<file path="src/rtl/intc_pkg.sv">
package intc_pkg;

    localparam int unsigned DEF_NUM_SRC = 32;
    localparam int unsigned DEF_ADDR_W  = 8;

    // Latched variant register map
    localparam logic [7:0] EDGE_OFS_STATUS = 8'h00;
    localparam logic [7:0] EDGE_OFS_PSET   = 8'h04;
    localparam logic [7:0] EDGE_OFS_PCLR   = 8'h08;
    localparam logic [7:0] EDGE_OFS_MSTAT  = 8'h0C;
    localparam logic [7:0] EDGE_OFS_MSET   = 8'h10;
    localparam logic [7:0] EDGE_OFS_MCLR   = 8'h14;

    // Level variant register map
    localparam logic [7:0] LVL_OFS_STATUS  = 8'h00;
    localparam logic [7:0] LVL_OFS_MSTAT   = 8'h04;
    localparam logic [7:0] LVL_OFS_MSET    = 8'h08;
    localparam logic [7:0] LVL_OFS_MCLR    = 8'h0C;

    typedef enum logic {
        RD_IDLE = 1'b0,
        RD_RESP = 1'b1
    } rd_state_e;

    typedef enum logic {
        REQ_IDLE   = 1'b0,
        REQ_ACTIVE = 1'b1
    } req_state_e;

endpackage

</file>
<file path="src/rtl/intc_regdec.sv">
module intc_regdec
    import intc_pkg::*;
#(
    parameter int unsigned NUM_SRC   = DEF_NUM_SRC,
    parameter int unsigned ADDR_W    = DEF_ADDR_W,
    parameter bit          EDGE_MODE = 1'b1
) (
    input  logic               clk,
    input  logic               rst_n,
    input  logic               wr_i,
    input  logic               rd_i,
    input  logic [ADDR_W-1:0]  addr_i,
    input  logic [NUM_SRC-1:0] status_i,
    input  logic [NUM_SRC-1:0] mask_i,
    output logic               pset_stb_o,
    output logic               pclr_stb_o,
    output logic               mset_stb_o,
    output logic               mclr_stb_o,
    output logic [NUM_SRC-1:0] rdata_o,
    output logic               rvalid_o
);

    localparam logic [ADDR_W-1:0] OFS_STATUS = ADDR_W'(EDGE_MODE ? EDGE_OFS_STATUS : LVL_OFS_STATUS);
    localparam logic [ADDR_W-1:0] OFS_MSTAT  = ADDR_W'(EDGE_MODE ? EDGE_OFS_MSTAT  : LVL_OFS_MSTAT);
    localparam logic [ADDR_W-1:0] OFS_MSET   = ADDR_W'(EDGE_MODE ? EDGE_OFS_MSET   : LVL_OFS_MSET);
    localparam logic [ADDR_W-1:0] OFS_MCLR   = ADDR_W'(EDGE_MODE ? EDGE_OFS_MCLR   : LVL_OFS_MCLR);
    localparam logic [ADDR_W-1:0] OFS_PSET   = ADDR_W'(EDGE_OFS_PSET);
    localparam logic [ADDR_W-1:0] OFS_PCLR   = ADDR_W'(EDGE_OFS_PCLR);

    rd_state_e          rd_state_q, rd_state_d;
    logic [NUM_SRC-1:0] rd_mux;
    logic [NUM_SRC-1:0] rdata_q;

    // Write strobes: pending set/clear exist only in the latched variant
    generate
        if (EDGE_MODE) begin : g_edge_dec
            assign pset_stb_o = wr_i && (addr_i == OFS_PSET);
            assign pclr_stb_o = wr_i && (addr_i == OFS_PCLR);
        end else begin : g_lvl_dec
            assign pset_stb_o = 1'b0;
            assign pclr_stb_o = 1'b0;
        end
    endgenerate

    assign mset_stb_o = wr_i && (addr_i == OFS_MSET);
    assign mclr_stb_o = wr_i && (addr_i == OFS_MCLR);

    // Read multiplexer: only the two readable registers return data
    always_comb begin
        rd_mux = '0;
        if (addr_i == OFS_STATUS) begin
            rd_mux = status_i;
        end else if (addr_i == OFS_MSTAT) begin
            rd_mux = mask_i;
        end
    end

    // Read-path state register
    always_ff @(posedge clk or negedge rst_n) begin
        if (!rst_n) begin
            rd_state_q <= RD_IDLE;
        end else begin
            rd_state_q <= rd_state_d;
        end
    end

    // Read-path next state
    always_comb begin
        rd_state_d = rd_state_q;
        unique case (rd_state_q)
            RD_IDLE: if (rd_i)  rd_state_d = RD_RESP;   // read accepted
            RD_RESP: if (!rd_i) rd_state_d = RD_IDLE;   // response retired
            default: rd_state_d = RD_IDLE;
        endcase
    end

    // Read data capture
    always_ff @(posedge clk or negedge rst_n) begin
        if (!rst_n) begin
            rdata_q <= '0;
        end else if (rd_i) begin
            rdata_q <= rd_mux;
        end
    end

    // Outputs
    always_comb begin
        rvalid_o = (rd_state_q == RD_RESP);
        rdata_o  = rdata_q;
    end

    AST_RD_RESPONDS: assert property (@(posedge clk) disable iff (!rst_n)
        rd_i |=> rvalid_o);
    AST_RD_QUIET: assert property (@(posedge clk) disable iff (!rst_n)
        !rd_i |=> !rvalid_o);
    AST_ONE_WR_STB: assert property (@(posedge clk) disable iff (!rst_n)
        $onehot0({pset_stb_o, pclr_stb_o, mset_stb_o, mclr_stb_o}));

endmodule

</file>
<file path="src/rtl/intc_mask_reg.sv">
module intc_mask_reg
    import intc_pkg::*;
#(
    parameter int unsigned NUM_SRC = DEF_NUM_SRC
) (
    input  logic               clk,
    input  logic               rst_n,
    input  logic               set_stb_i,
    input  logic               clr_stb_i,
    input  logic [NUM_SRC-1:0] wdata_i,
    output logic [NUM_SRC-1:0] mask_o
);

    logic [NUM_SRC-1:0] mask_q;

    // All sources start masked; writes of 1 set or clear, 0 bits hold
    always_ff @(posedge clk or negedge rst_n) begin
        if (!rst_n) begin
            mask_q <= '1;
        end else if (set_stb_i) begin
            mask_q <= mask_q | wdata_i;
        end else if (clr_stb_i) begin
            mask_q <= mask_q & ~wdata_i;
        end
    end

    assign mask_o = mask_q;

    AST_MASK_SET_BITS: assert property (@(posedge clk) disable iff (!rst_n)
        set_stb_i |=> ((mask_o & $past(wdata_i)) == $past(wdata_i)));
    AST_MASK_SET_KEEP: assert property (@(posedge clk) disable iff (!rst_n)
        set_stb_i |=> ((mask_o & ~$past(wdata_i)) == ($past(mask_o) & ~$past(wdata_i))));
    AST_MASK_CLR_BITS: assert property (@(posedge clk) disable iff (!rst_n)
        clr_stb_i && !set_stb_i |=> ((mask_o & $past(wdata_i)) == '0));
    AST_MASK_HOLD: assert property (@(posedge clk) disable iff (!rst_n)
        !set_stb_i && !clr_stb_i |=> $stable(mask_o));

endmodule

</file>
<file path="src/rtl/intc_src_capture.sv">
module intc_src_capture
    import intc_pkg::*;
#(
    parameter int unsigned NUM_SRC   = DEF_NUM_SRC,
    parameter bit          EDGE_MODE = 1'b1
) (
    input  logic               clk,
    input  logic               rst_n,
    input  logic [NUM_SRC-1:0] src_i,
    input  logic               pset_stb_i,
    input  logic               pclr_stb_i,
    input  logic [NUM_SRC-1:0] wdata_i,
    output logic [NUM_SRC-1:0] status_o
);

    generate
        if (EDGE_MODE) begin : g_latched
            logic [NUM_SRC-1:0] prev_q;
            logic [NUM_SRC-1:0] pend_q;
            logic [NUM_SRC-1:0] rise;
            logic [NUM_SRC-1:0] set_vec;
            logic [NUM_SRC-1:0] clr_vec;

            assign rise    = src_i & ~prev_q;
            assign set_vec = pset_stb_i ? wdata_i : '0;
            assign clr_vec = pclr_stb_i ? wdata_i : '0;

            always_ff @(posedge clk or negedge rst_n) begin
                if (!rst_n) begin
                    prev_q <= '0;
                    pend_q <= '0;
                end else begin
                    prev_q <= src_i;
                    // A fresh edge wins over a clear of the same bit
                    pend_q <= (pend_q & ~clr_vec) | rise | set_vec;
                end
            end

            assign status_o = pend_q;

            AST_EDGE_KEPT: assert property (@(posedge clk) disable iff (!rst_n)
                (rise != '0) |=> ((status_o & $past(rise)) == $past(rise)));
            AST_CLR_DROPS: assert property (@(posedge clk) disable iff (!rst_n)
                pclr_stb_i |=> ((status_o & $past(wdata_i & ~rise)) == '0));
            AST_PSET_BITS: assert property (@(posedge clk) disable iff (!rst_n)
                pset_stb_i |=> ((status_o & $past(wdata_i)) == $past(wdata_i)));
            AST_PEND_STICKY: assert property (@(posedge clk) disable iff (!rst_n)
                !pclr_stb_i |=> ((status_o & $past(status_o)) == $past(status_o)));
        end else begin : g_level
            logic unused_lvl;
            assign unused_lvl = ^{clk, rst_n, pset_stb_i, pclr_stb_i, wdata_i};
            assign status_o   = src_i;
        end
    endgenerate

endmodule

</file>
<file path="src/rtl/intc_req_fsm.sv">
module intc_req_fsm
    import intc_pkg::*;
#(
    parameter int unsigned NUM_SRC = DEF_NUM_SRC
) (
    input  logic               clk,
    input  logic               rst_n,
    input  logic [NUM_SRC-1:0] status_i,
    input  logic [NUM_SRC-1:0] mask_i,
    output logic               req_o
);

    req_state_e req_q, req_d;
    logic       any_live;

    assign any_live = |(status_i & ~mask_i);

    // Request state register
    always_ff @(posedge clk or negedge rst_n) begin
        if (!rst_n) begin
            req_q <= REQ_IDLE;
        end else begin
            req_q <= req_d;
        end
    end

    // Request next state
    always_comb begin
        req_d = req_q;
        unique case (req_q)
            REQ_IDLE:   if (any_live)  req_d = REQ_ACTIVE; // raise
            REQ_ACTIVE: if (!any_live) req_d = REQ_IDLE;   // drop
            default:    req_d = REQ_IDLE;
        endcase
    end

    // Output
    always_comb begin
        req_o = (req_q == REQ_ACTIVE);
    end

    AST_REQ_FOLLOWS: assert property (@(posedge clk) disable iff (!rst_n)
        1'b1 |=> (req_o == $past(any_live)));
    AST_REQ_MASKED_ALL: assert property (@(posedge clk) disable iff (!rst_n)
        (mask_i == '1) |=> !req_o);

endmodule

</file>
<file path="src/rtl/intc_l2_top.sv">
module intc_l2_top
    import intc_pkg::*;
#(
    parameter int unsigned NUM_SRC   = DEF_NUM_SRC,
    parameter int unsigned ADDR_W    = DEF_ADDR_W,
    parameter bit          EDGE_MODE = 1'b1
) (
    input  logic               clk,
    input  logic               rst_n,
    input  logic               reg_wr,
    input  logic               reg_rd,
    input  logic [ADDR_W-1:0]  reg_addr,
    input  logic [NUM_SRC-1:0] reg_wdata,
    output logic [NUM_SRC-1:0] reg_rdata,
    output logic               reg_rvalid,
    input  logic [NUM_SRC-1:0] irq_src,
    output logic               irq_out
);

    logic [NUM_SRC-1:0] status;
    logic [NUM_SRC-1:0] mask;
    logic               pset_stb;
    logic               pclr_stb;
    logic               mset_stb;
    logic               mclr_stb;

    intc_regdec #(
        .NUM_SRC   (NUM_SRC),
        .ADDR_W    (ADDR_W),
        .EDGE_MODE (EDGE_MODE)
    ) u_regdec (
        .clk        (clk),
        .rst_n      (rst_n),
        .wr_i       (reg_wr),
        .rd_i       (reg_rd),
        .addr_i     (reg_addr),
        .status_i   (status),
        .mask_i     (mask),
        .pset_stb_o (pset_stb),
        .pclr_stb_o (pclr_stb),
        .mset_stb_o (mset_stb),
        .mclr_stb_o (mclr_stb),
        .rdata_o    (reg_rdata),
        .rvalid_o   (reg_rvalid)
    );

    intc_mask_reg #(
        .NUM_SRC (NUM_SRC)
    ) u_mask (
        .clk       (clk),
        .rst_n     (rst_n),
        .set_stb_i (mset_stb),
        .clr_stb_i (mclr_stb),
        .wdata_i   (reg_wdata),
        .mask_o    (mask)
    );

    intc_src_capture #(
        .NUM_SRC   (NUM_SRC),
        .EDGE_MODE (EDGE_MODE)
    ) u_capture (
        .clk        (clk),
        .rst_n      (rst_n),
        .src_i      (irq_src),
        .pset_stb_i (pset_stb),
        .pclr_stb_i (pclr_stb),
        .wdata_i    (reg_wdata),
        .status_o   (status)
    );

    intc_req_fsm #(
        .NUM_SRC (NUM_SRC)
    ) u_req (
        .clk      (clk),
        .rst_n    (rst_n),
        .status_i (status),
        .mask_i   (mask),
        .req_o    (irq_out)
    );

    AST_RESET_MASKED: assert property (@(posedge clk) disable iff (!rst_n)
        $rose(rst_n) |-> (mask == '1));

endmodule

</file>
<file path="config.mk">
export PLATFORM = sky130hd
export DESIGN_NAME = intc_l2_top
export DESIGN_NICKNAME = d
export VERILOG_FILES = /design/src/rtl/intc_pkg.sv /design/src/rtl/intc_regdec.sv /design/src/rtl/intc_mask_reg.sv /design/src/rtl/intc_src_capture.sv /design/src/rtl/intc_req_fsm.sv /design/src/rtl/intc_l2_top.sv
export SDC_FILE = /design/constraint.sdc
export NUM_CORES = 1
export LEC_CHECK = 0
export BUFFER_PORTS_ARGS = -buffer_cell sky130_fd_sc_hd__buf_2
export CORE_MARGIN = 2
export CORE_UTILIZATION = 49
export DETAILED_ROUTE_END_ITERATION = 7
export PLACE_DENSITY = 0.78
export SLEW_MARGIN = 30
export SYNTH_ARGS = -nofsm -noshare
export SYNTH_HDL_FRONTEND = slang
export SYNTH_HIERARCHICAL = 1
export SYNTH_SLANG_ARGS = --single-unit
</file>
<file path="constraint.sdc">
create_clock -name clk -period 1 [get_ports clk]
set_input_delay 0.05 -clock clk [delete_from_list [all_inputs] [get_ports clk]]
set_output_delay 0.05 -clock clk [all_outputs]
set_load 0.03 [all_outputs]
</file>
==> flow_summary.ini, run 1 <==
[sta]
period_needed_ns = 1.394
finalHoldViolCount = 0
setup_ws_ns = -0.3940
slew_viol_final = 0
setup_viol = 121
grt_setup_unrepaired = true
setup_tns_ns = -14.27
finalCritPeriodShare = 1.394
tightest_slew_ns = 0.5641
fmax_mhz = 717.4
whs_ns = 0.08669
skew_ns = 0.01738
slew_headroom = 0.6239

[detailed_routing]
drt-total-wl_um = 23940
drtAntennaViolNets = 0
top_layer_used = met4
vias = 5840
met2_length_um = 11220
drc_errors = 0
wl_met3_um = 2549
first_pass_iters = 5
viasPerCell = 6.376
wl_met1_um = 8384
drt-initial-drc-count = 670
avgRoutedWirePerCell_um = 26.14

[layout]
areaGrowthSynthToFinish_pct = 72.31
drive_above_1_share = 0.5335
design_area_um2 = 9437
seqCellArea_um2 = 3304
final_nets = 839
multi_input_area_um2 = 2157
num_antenna_cells = 0
layout_commonest_cell = dfrtp_1
mostFrequentLayoutCells = dfrtp_1 (89), buf_6 (87), buf_4 (72), buf_2 (71), dlygate4sd3_1 (67)
fill_cells = 454
fin_util = 0.8667

[clock_network]
cts_max_level = 4
clk_latency_ns = 0.55
path_clk_slew_ns = 0.07
clock_path_buffers = 2
cts-root-buf = clkbuf_8
cts_tree = built
cts_made_buffers = 17
cts.sinks = 130

[floorplan]
fp-row-count = 38
die_h_um = 109.7
io_pins = 110
initial_core_util = 0.5030
die-area_um2 = 12040
die_w_um = 109.7
core_um2 = 10890

[critical_path]
critPathLaunchType = flip-flop
critical_path_arrival_ns = 1.77
worst-path-buf-inv = 0
crit_fanout = 2
critical-path-max-stage-delay_ns = 0.58
required_ns = 1.38
critPathSlowestCell = dfstp_2
endpoint_kind = flip-flop
crit_type = reg2reg
path_delay_family = flip-flops
crit_chain = o22ai_2, nor4_4, nand4_1

[synthesis]
synth_edf_count = 0
synth-seq-cells = 130
synth_xor_area_frac = 0
syn_avg_cell_area_um2 = 12.28
syn_area_um2 = 5477
syn_inst = 446
ys_top_cells_by_area = dfrtp_1 (45%), dfstp_2 (15%), a221o_1 (8.8%), nor2b_1 (5.4%), a22o_1 (5.1%)
synthFlopType = dfrtp_1
muxShareOfSynthArea = 0
synthArstFlopShare = 1.000
synth_compound_area_frac = 0.1901
post-synth-top-area-cell = dfrtp_1
synth-simple-area-share = 0.1508
synthAdderAreaFrac = 0
synth_nets = 522
synth-seq-area-share = 0.6013
ys_warn_count = 6
synth_top_cell_area_share = 0.4478
synth_top_family_by_area = compound AO/OA/AOI/OAI gates
synth_cell_types = 27

[power_and_ir_drop]
power_density_nw_per_um2 = 1393
vdd.ir_drop.worst_v = 0.001555
power_mw = 13.15
power_leakage_nw = 4.479

[min_path]
hold_class = in2async

[global_route]
grt_usage = 0.3334
grt_max_degree = 55
grt_pass1_vias = 5548
antenna_found_initial = 1
grt_pass1_wl_um = 29240
overflow = 0

[placement]
place_hpwl_um = 10440
placed_cell_area_um2 = 6854
port_buffers = 109
gp_congestion = 0.8492

[run_status]
status = finished, violations left
violations = setup timing

[job]
maxCapViolCount = 0
==> path summary, 6_finish.rpt <==
| check | from | to | slack, ns | cells past startpoint |
|---|---|---|---|---|
| max in group asynchronous | rst_n | u_regdec/rdata_o[24] | 0.26 | 3 |
| max reg2reg | flip-flop | u_req/req_o | -0.39 | 3 |
| max | flip-flop | u_req/req_o | -0.39 | 3 |
| min reg2reg | u_capture/g_latched.prev_q[23] | u_capture/status_o[23] | 0.59 | 2 |
| min in group clk | reg_rd | u_regdec/rdata_o[31] | 0.16 | 4 |
| min | rst_n | asynchronous set/reset pin | 0.09 | 2 |
==> area by class of cell <==
class | instances | share of cell area
inverter | 33 | 0.01313
clock buffer | 21 | 0.04972
sequential | 130 | 0.3502
clock inverter | 11 | 0.01405
tap | 140 | 0.01856
timing repair buffer | 322 | 0.3258
multi-input combinational | 259 | 0.2286
==> where the power goes <==
part / switching, mW / internal (mW)
clock: 2.40 / 4.03
sequential: 0.0960 / 5.45
combinational: 0.576 / 0.590
total: 3.07 / 10.1
==> logic make-up after synthesis <==
kind of cell,count (synthesis)
flops,130
buf+inv,57
simple gates,147
compound gates,112
==> stage by stage <==
stage               worst slack [ns]  std cells
finish                       -0.3940        916
global route                 -0.3632        916
CTS                          -0.2329        893
detailed placement           -0.5564        768
global placement             -0.5223        768
floorplan                    -0.4589        446
==> routing by layer <==
layer	up-vias	track usage
met5	-	0
met4	0	0.1772
met3	168	0.09721
met2	562	0.5573
met1	2825	0.3871
li1	2285	-
==> worst register-to-register path: stages (launching register included) <==
cell and delay, ns:
dfstp_2 0.58, o22ai_2 0.11, nor4_4 0.39, nand4_1 0.16
==> cells in the mapped netlist (2+ instances only) <==
cell type	count
a221o_1	48
a221o_2	16
a22o_1	32
and2b_1	4
and3_1	2
and4_1	10
and4_2	3
buf_2	6
buf_6	11
clkbuf_1	5
dfrtp_1	98
dfstp_2	32
inv_1	33
nand2_1	65
nand3b_1	2
nor2_1	4
nor2b_1	47
nor4_1	4
o22ai_1	16
==> repair_timing <==
action,4_1_cts,5_1_grt
cloned,6,7
pin swaps,32,66
hold endpoints to repair,227,0
hold buffers,67,0
resized for setup,114,118
setup buffers,20,29
endpoints found under the setup margin,63,130
Power figures use the tool's default switching activity.
==> inputs of run 2 (changes only) <==
Settings changed: BUFFER_PORTS_ARGS -buffer_cell sky130_fd_sc_hd__buf_2 to not set, CORE_UTILIZATION 49 to 24, DONT_BUFFER_PORTS set to 1, PLACE_DENSITY 0.78 to 0.41.
==> flow_summary.ini, run 2 (synthesized netlist as in run 1, its figures left out) <==
[run_status]
status = finished, violations left
violations = hold timing, setup timing

[layout]
layout_commonest_cell = dfrtp_1
mostFrequentLayoutCells = dfrtp_1 (89), buf_4 (72), dlygate4sd3_1 (65), buf_6 (58), a221o_1 (48)
drive_above_1_share = 0.4343
multi_input_area_um2 = 2141
final_nets = 733
seqCellArea_um2 = 3304
design_area_um2 = 8777
fill_cells = 2165
areaGrowthSynthToFinish_pct = 60.27

[placement]
post-place-ws_ns = -0.4866
place_hpwl_um = 11250
gp_congestion = 0.7852
placed_cell_area_um2 = 6650
port_buffers = 0

[detailed_routing]
drt-total-wl_um = 19390
viasPerCell = 4.717
drc_errors = 0
avgRoutedWirePerCell_um = 20.29
vias = 4509
first_pass_iters = 5
drtAntennaViolNets = 0
drt-initial-drc-count = 253

[power_and_ir_drop]
clockPowerShare = 0.482
power_density_nw_per_um2 = 1380
p_sw_frac = 0.2234
internal-power_mw = 9.404
vdd.ir_drop.worst_v = 0.0007838
seq_power_share = 0.457
combPwrFrac = 0.062
power_leakage_nw = 3.952
netSwitchingPower_mw = 2.705

[sta]
setup_viol = 87
grt_setup_unrepaired = true
whs_ns = -0.6762
period_needed_ns = 1.259
skew_ns = 0.008969
finalHoldViolCount = 131
tightest_slew_ns = 0.5635
setup_ws_ns = -0.2592
slew_viol_final = 0
slew_headroom = 0.6239
finalCritPeriodShare = 1.259
fmax_mhz = 794.2

[floorplan]
die-area_um2 = 24040
fp-row-count = 55
die_w_um = 155.1
die_h_um = 155.1
initial_core_util = 0.2434
core_um2 = 22500
io_pins = 110

[clock_network]
cts_max_level = 4
cts-root-buf = clkbuf_16
cts_tree = built
cts_made_buffers = 17
clock_path_buffers = 2
clk_latency_ns = 0.42
path_clk_slew_ns = 0.06
cts_hold_repair.buffers = 66
cts.sinks = 130

[critical_path]
critical_path.endpoint = u_req/req_o
crit_type = reg2reg
critPathLaunchType = flip-flop
r2r_slack_ns = -0.26
r2r_end = u_req/req_o
r2r_cells = 3
endpoint_kind = flip-flop
required_ns = 1.27
critical_path_arrival_ns = 1.53
crit_fanout = 2

[min_path]
hold_class = in2async

[global_route]
grt_pass1_vias = 4715
grt_max_degree = 131
grt_usage = 0.1548
antenna_found_initial = 2
grt_pass1_wl_um = 27770
overflow = 0

[job]
maxCapViolCount = 0
==> run 2: power groups by stage <==
stage                     registers, mW  logic [mW]  clock network (mW)
after floorplan                    5.61       0.172                   0
after global placement             5.61       0.350                   0
after detailed placement           5.61       0.353                   0
after CTS                          5.53       0.698                5.98
after global routing               5.54       0.801                6.26
final                              5.53       0.748                5.83
==> run 2: final cells by class <==
class | instances | area share
clock buffer | 22 | 0.05289
multi-input combinational | 259 | 0.2439
tap | 285 | 0.04063
antenna | 1 | 0.0002851
inverter | 33 | 0.01411
sequential | 130 | 0.3765
timing repair buffer | 216 | 0.2620
clock inverter | 10 | 0.009694
==> run 2: timing repair <==
action | CTS | global route
buffers inserted | 21 | 12
resized for setup | 59 | 83
pin swaps | 15 | 43
hold endpoints to repair | 246 | 130
cloned | 3 | 7
endpoints found under the setup margin | 72 | 124
==> run 2: layer usage <==
metal / up-vias / track usage / part of all wire / wire length (um)
met2: 140 / 0.2457 / 0.47 / 9172
met3: 22 / 0.04345 / 0.052 / 1013
met5: - / 0 / 0.00067 / 13
li1: 2070 / - / - / -
met4: 2 / 0.05423 / 0.015 / 287
met1: 2275 / 0.2030 / 0.46 / 8906
==> run 2: how the worst min path moves through the flow <==
stage	start	to	cells after the start	slack, ns
2_1_floorplan	rst_n	u_capture/g_latched.prev_q[0]	0	-0.25
3_3_place_gp	rst_n	u_capture/g_latched.prev_q[3]	0	-0.24
3_5_place_dp	rst_n	u_regdec/rdata_o[22]	0	-0.24
4_1_cts	rst_n	u_regdec/rdata_o[26]	0	-0.69
5_1_grt	rst_n	u_regdec/rdata_o[26]	0	-0.70
6_report	rst_n	u_regdec/rdata_o[26]	0	-0.68
==> run 2: per-stage QoR <==
| step | TNS (ns) | hold WS (ns) | util | power [mW] | std cells |
|---|---|---|---|---|---|
| finish | -4.749 | -0.6762 | 0.3900 | 12.11 | 956 |
| global route | -8.714 | -0.6984 | 0.3900 | 12.60 | 956 |
| CTS | -3.259 | -0.6878 | 0.3695 | 12.20 | 942 |
| detailed placement | -37.61 | -0.2396 | 0.2955 | 5.960 | 824 |
| global placement | -37.71 | -0.2401 | 0.2955 | 5.956 | 824 |
| floorplan | -30.27 | -0.2456 | - | 5.783 | 446 |
==> run 2: worst max-delay path, stage by stage (launching register included) <==
cell	delay (ns)
dfstp_2	0.55
o22ai_1	0.09
nor4_2	0.33
nand4_1	0.15
==> inputs of run 3 (changes only) <==
Settings changed: ABC_AREA set to 1, CTS_CLUSTER_DIAMETER set to 100.
==> flow_summary.ini, run 3 <==
[global_route]
grt_max_degree = 131
grt_pass1_vias = 5410
overflow = 0
grt_pass1_wl_um = 30280
antenna_found_initial = 0
grt_usage = 0.1501

[synthesis]
synth_top_cell_area_share = 0.4014
synth.top_cells.by_count = nand2_1 (456), dfrtp_1 (98), inv_1 (70)
synthFlopType = dfrtp_1
synth-seq-area-share = 0.5390
synth_cell_types = 22
syn_area_um2 = 6110
post-synth-top-area-cell = dfrtp_1
ys_warn_count = 6
synth_most_common_cell = nand2_1
ys_top_cells_by_area = dfrtp_1 (40%), nand2_1 (28%), dfstp_2 (14%), nand3_1 (4.4%), inv_1 (4.3%)
synthArstFlopShare = 1.000
syn_avg_cell_area_um2 = 7.773
synth_nets = 862
synth-seq-cells = 130
synth_edf_count = 0
syn_inst = 786

[placement]
place_hpwl_um = 12940
gp_congestion = 0.7343
placed_cell_area_um2 = 7273
dp_cells = 1205
port_buffers = 0

[sta]
finalHoldViolCount = 162
setup_ws_ns = -0.1442
skew_ns = 0.008089
tightest_slew_ns = 0.3547
setup_viol = 15
finalCritPeriodShare = 1.144
slew_headroom = 0.7628
period_needed_ns = 1.144
whs_ns = -0.6642
slew_viol_final = 0
fmax_mhz = 874.0
grt_setup_unrepaired = true

[detailed_routing]
viasPerCell = 4.055
drt-total-wl_um = 19190
avgRoutedWirePerCell_um = 14.38
vias = 5410
drc_errors = 0
first_pass_iters = 5
drt-initial-drc-count = 303
drtAntennaViolNets = 0

[critical_path]
critPathSlowestCell = dfstp_2
crit_fanout = 2
critical_path_arrival_ns = 1.45
critPathLaunchType = flip-flop
required_ns = 1.30
cpMostUsedCell = nand2_1
endpoint_kind = flip-flop
crit_type = reg2reg
critical-path-max-stage-delay_ns = 0.52
crit_chain = inv_1, nand2_2, nand2_1, nor2_4, nand2_1, nor2_1, nand2_1

[layout]
fin_cells = 1334
mostFrequentLayoutCells = nand2_1 (430), buf_4 (106), dfrtp_1 (97), inv_1 (67), dlygate4sd3_1 (65)
design_area_um2 = 9001
drive_above_1_share = 0.2769
fill_cells = 2640
layout_commonest_cell = nand2_1
seqCellArea_um2 = 3294
final_nets = 1068
areaGrowthSynthToFinish_pct = 47.33
multi_input_area_um2 = 2452
num_antenna_cells = 0

[floorplan]
die-area_um2 = 26750
core_um2 = 25110
io_pins = 110
initial_core_util = 0.2433
die_h_um = 163.6
fp-row-count = 58
die_w_um = 163.6

[power_and_ir_drop]
power_density_nw_per_um2 = 1383
vdd.ir_drop.worst_v = 0.0009430
power_leakage_nw = 4.517

[clock_network]
cts-root-buf = clkbuf_16
clk_latency_ns = 0.42
clock_path_buffers = 2
cts_max_level = 4
cts_made_buffers = 17
cts_tree = built
cts_hold_repair.buffers = 67
path_clk_slew_ns = 0.06
cts.sinks = 130

[run_status]
violations = hold timing, setup timing
status = finished, violations left

[job]
maxCapViolCount = 0

[min_path]
hold_class = in2async
[run 3: layout make-up]
| cell class | instances | share of cell area |
|---|---|---|
| Clock buffer | 22 | 0.05046 |
| Inverter | 71 | 0.02961 |
| Tap cell | 330 | 0.04587 |
| Sequential cell | 130 | 0.3660 |
| Clock inverter | 9 | 0.01209 |
| Timing Repair Buffer | 215 | 0.2235 |
| Multi-Input combinational cell | 557 | 0.2724 |
[run 3: logic make-up after synthesis]
logic type,after synthesis,synth area share
simple gates,554,0.3752
buf+inv,99,0.08335
compound gates,3,0.002457
flops,130,0.5390
[run 3: metrics by stage]
stage / total power [mW] / setup slack [ns] / util / TNS (ns)
final: 12.45 / -0.1442 / 0.3585 / -0.2812
after floorplan: 5.874 / -0.05127 / - / -3.082
after global placement: 6.074 / -0.2158 / 0.2897 / -13.10
after CTS: 12.61 / -0.1604 / 0.3511 / -1.110
after global routing: 13.00 / -0.2184 / 0.3585 / -1.608
after detailed placement: 6.079 / -0.2256 / 0.2897 / -13.94
[run 3: path summary, 6_finish.rpt]
kind / cells after the start / end / slack (ns)
worst max-delay path: 7 / u_req/req_o / -0.14
worst min-delay path: 0 / u_regdec/rdata_o[15] / -0.66
worst max register to register: 7 / u_req/req_o / -0.14
worst min register to register: 2 / u_regdec/rdata_o[6] / 0.50
max in group asynchronous: 0 / asynchronous set/reset pin / 1.40
min in group clk: 4 / flip-flop / -0.05
[run 3: where the power goes]
| part | switching, mW | total [mW] | internal (mW) |
|---|---|---|---|
| Clock | 2.38 | 6.09 | 3.71 |
| Sequential | 0.0606 | 5.51 | 5.45 |
| Combinational | 0.432 | 0.849 | 0.417 |
| Total | 2.87 | 12.5 | 9.58 |
[run 3: repair_timing]
item,in CTS,in global routing
gates resized for setup,43,34
endpoints found under the setup margin,34,46
setup buffers,19,12
pin swaps,1,27
hold endpoints to repair,259,162
[run 3: critical path: cells and delay by family, from the launching register on]
family | cells | cell delay (ns)
DFF | 1 | 0.52
buffers and inverters | 1 | 0.04
and+or+nand+nor | 6 | 0.47
[run 3: metal layers]
layer	routed length, um	GRT usage
met1	9229	0.2071
met3	773	0.03606
met5	0	0
met2	8986	0.2382
met4	197	0.03349
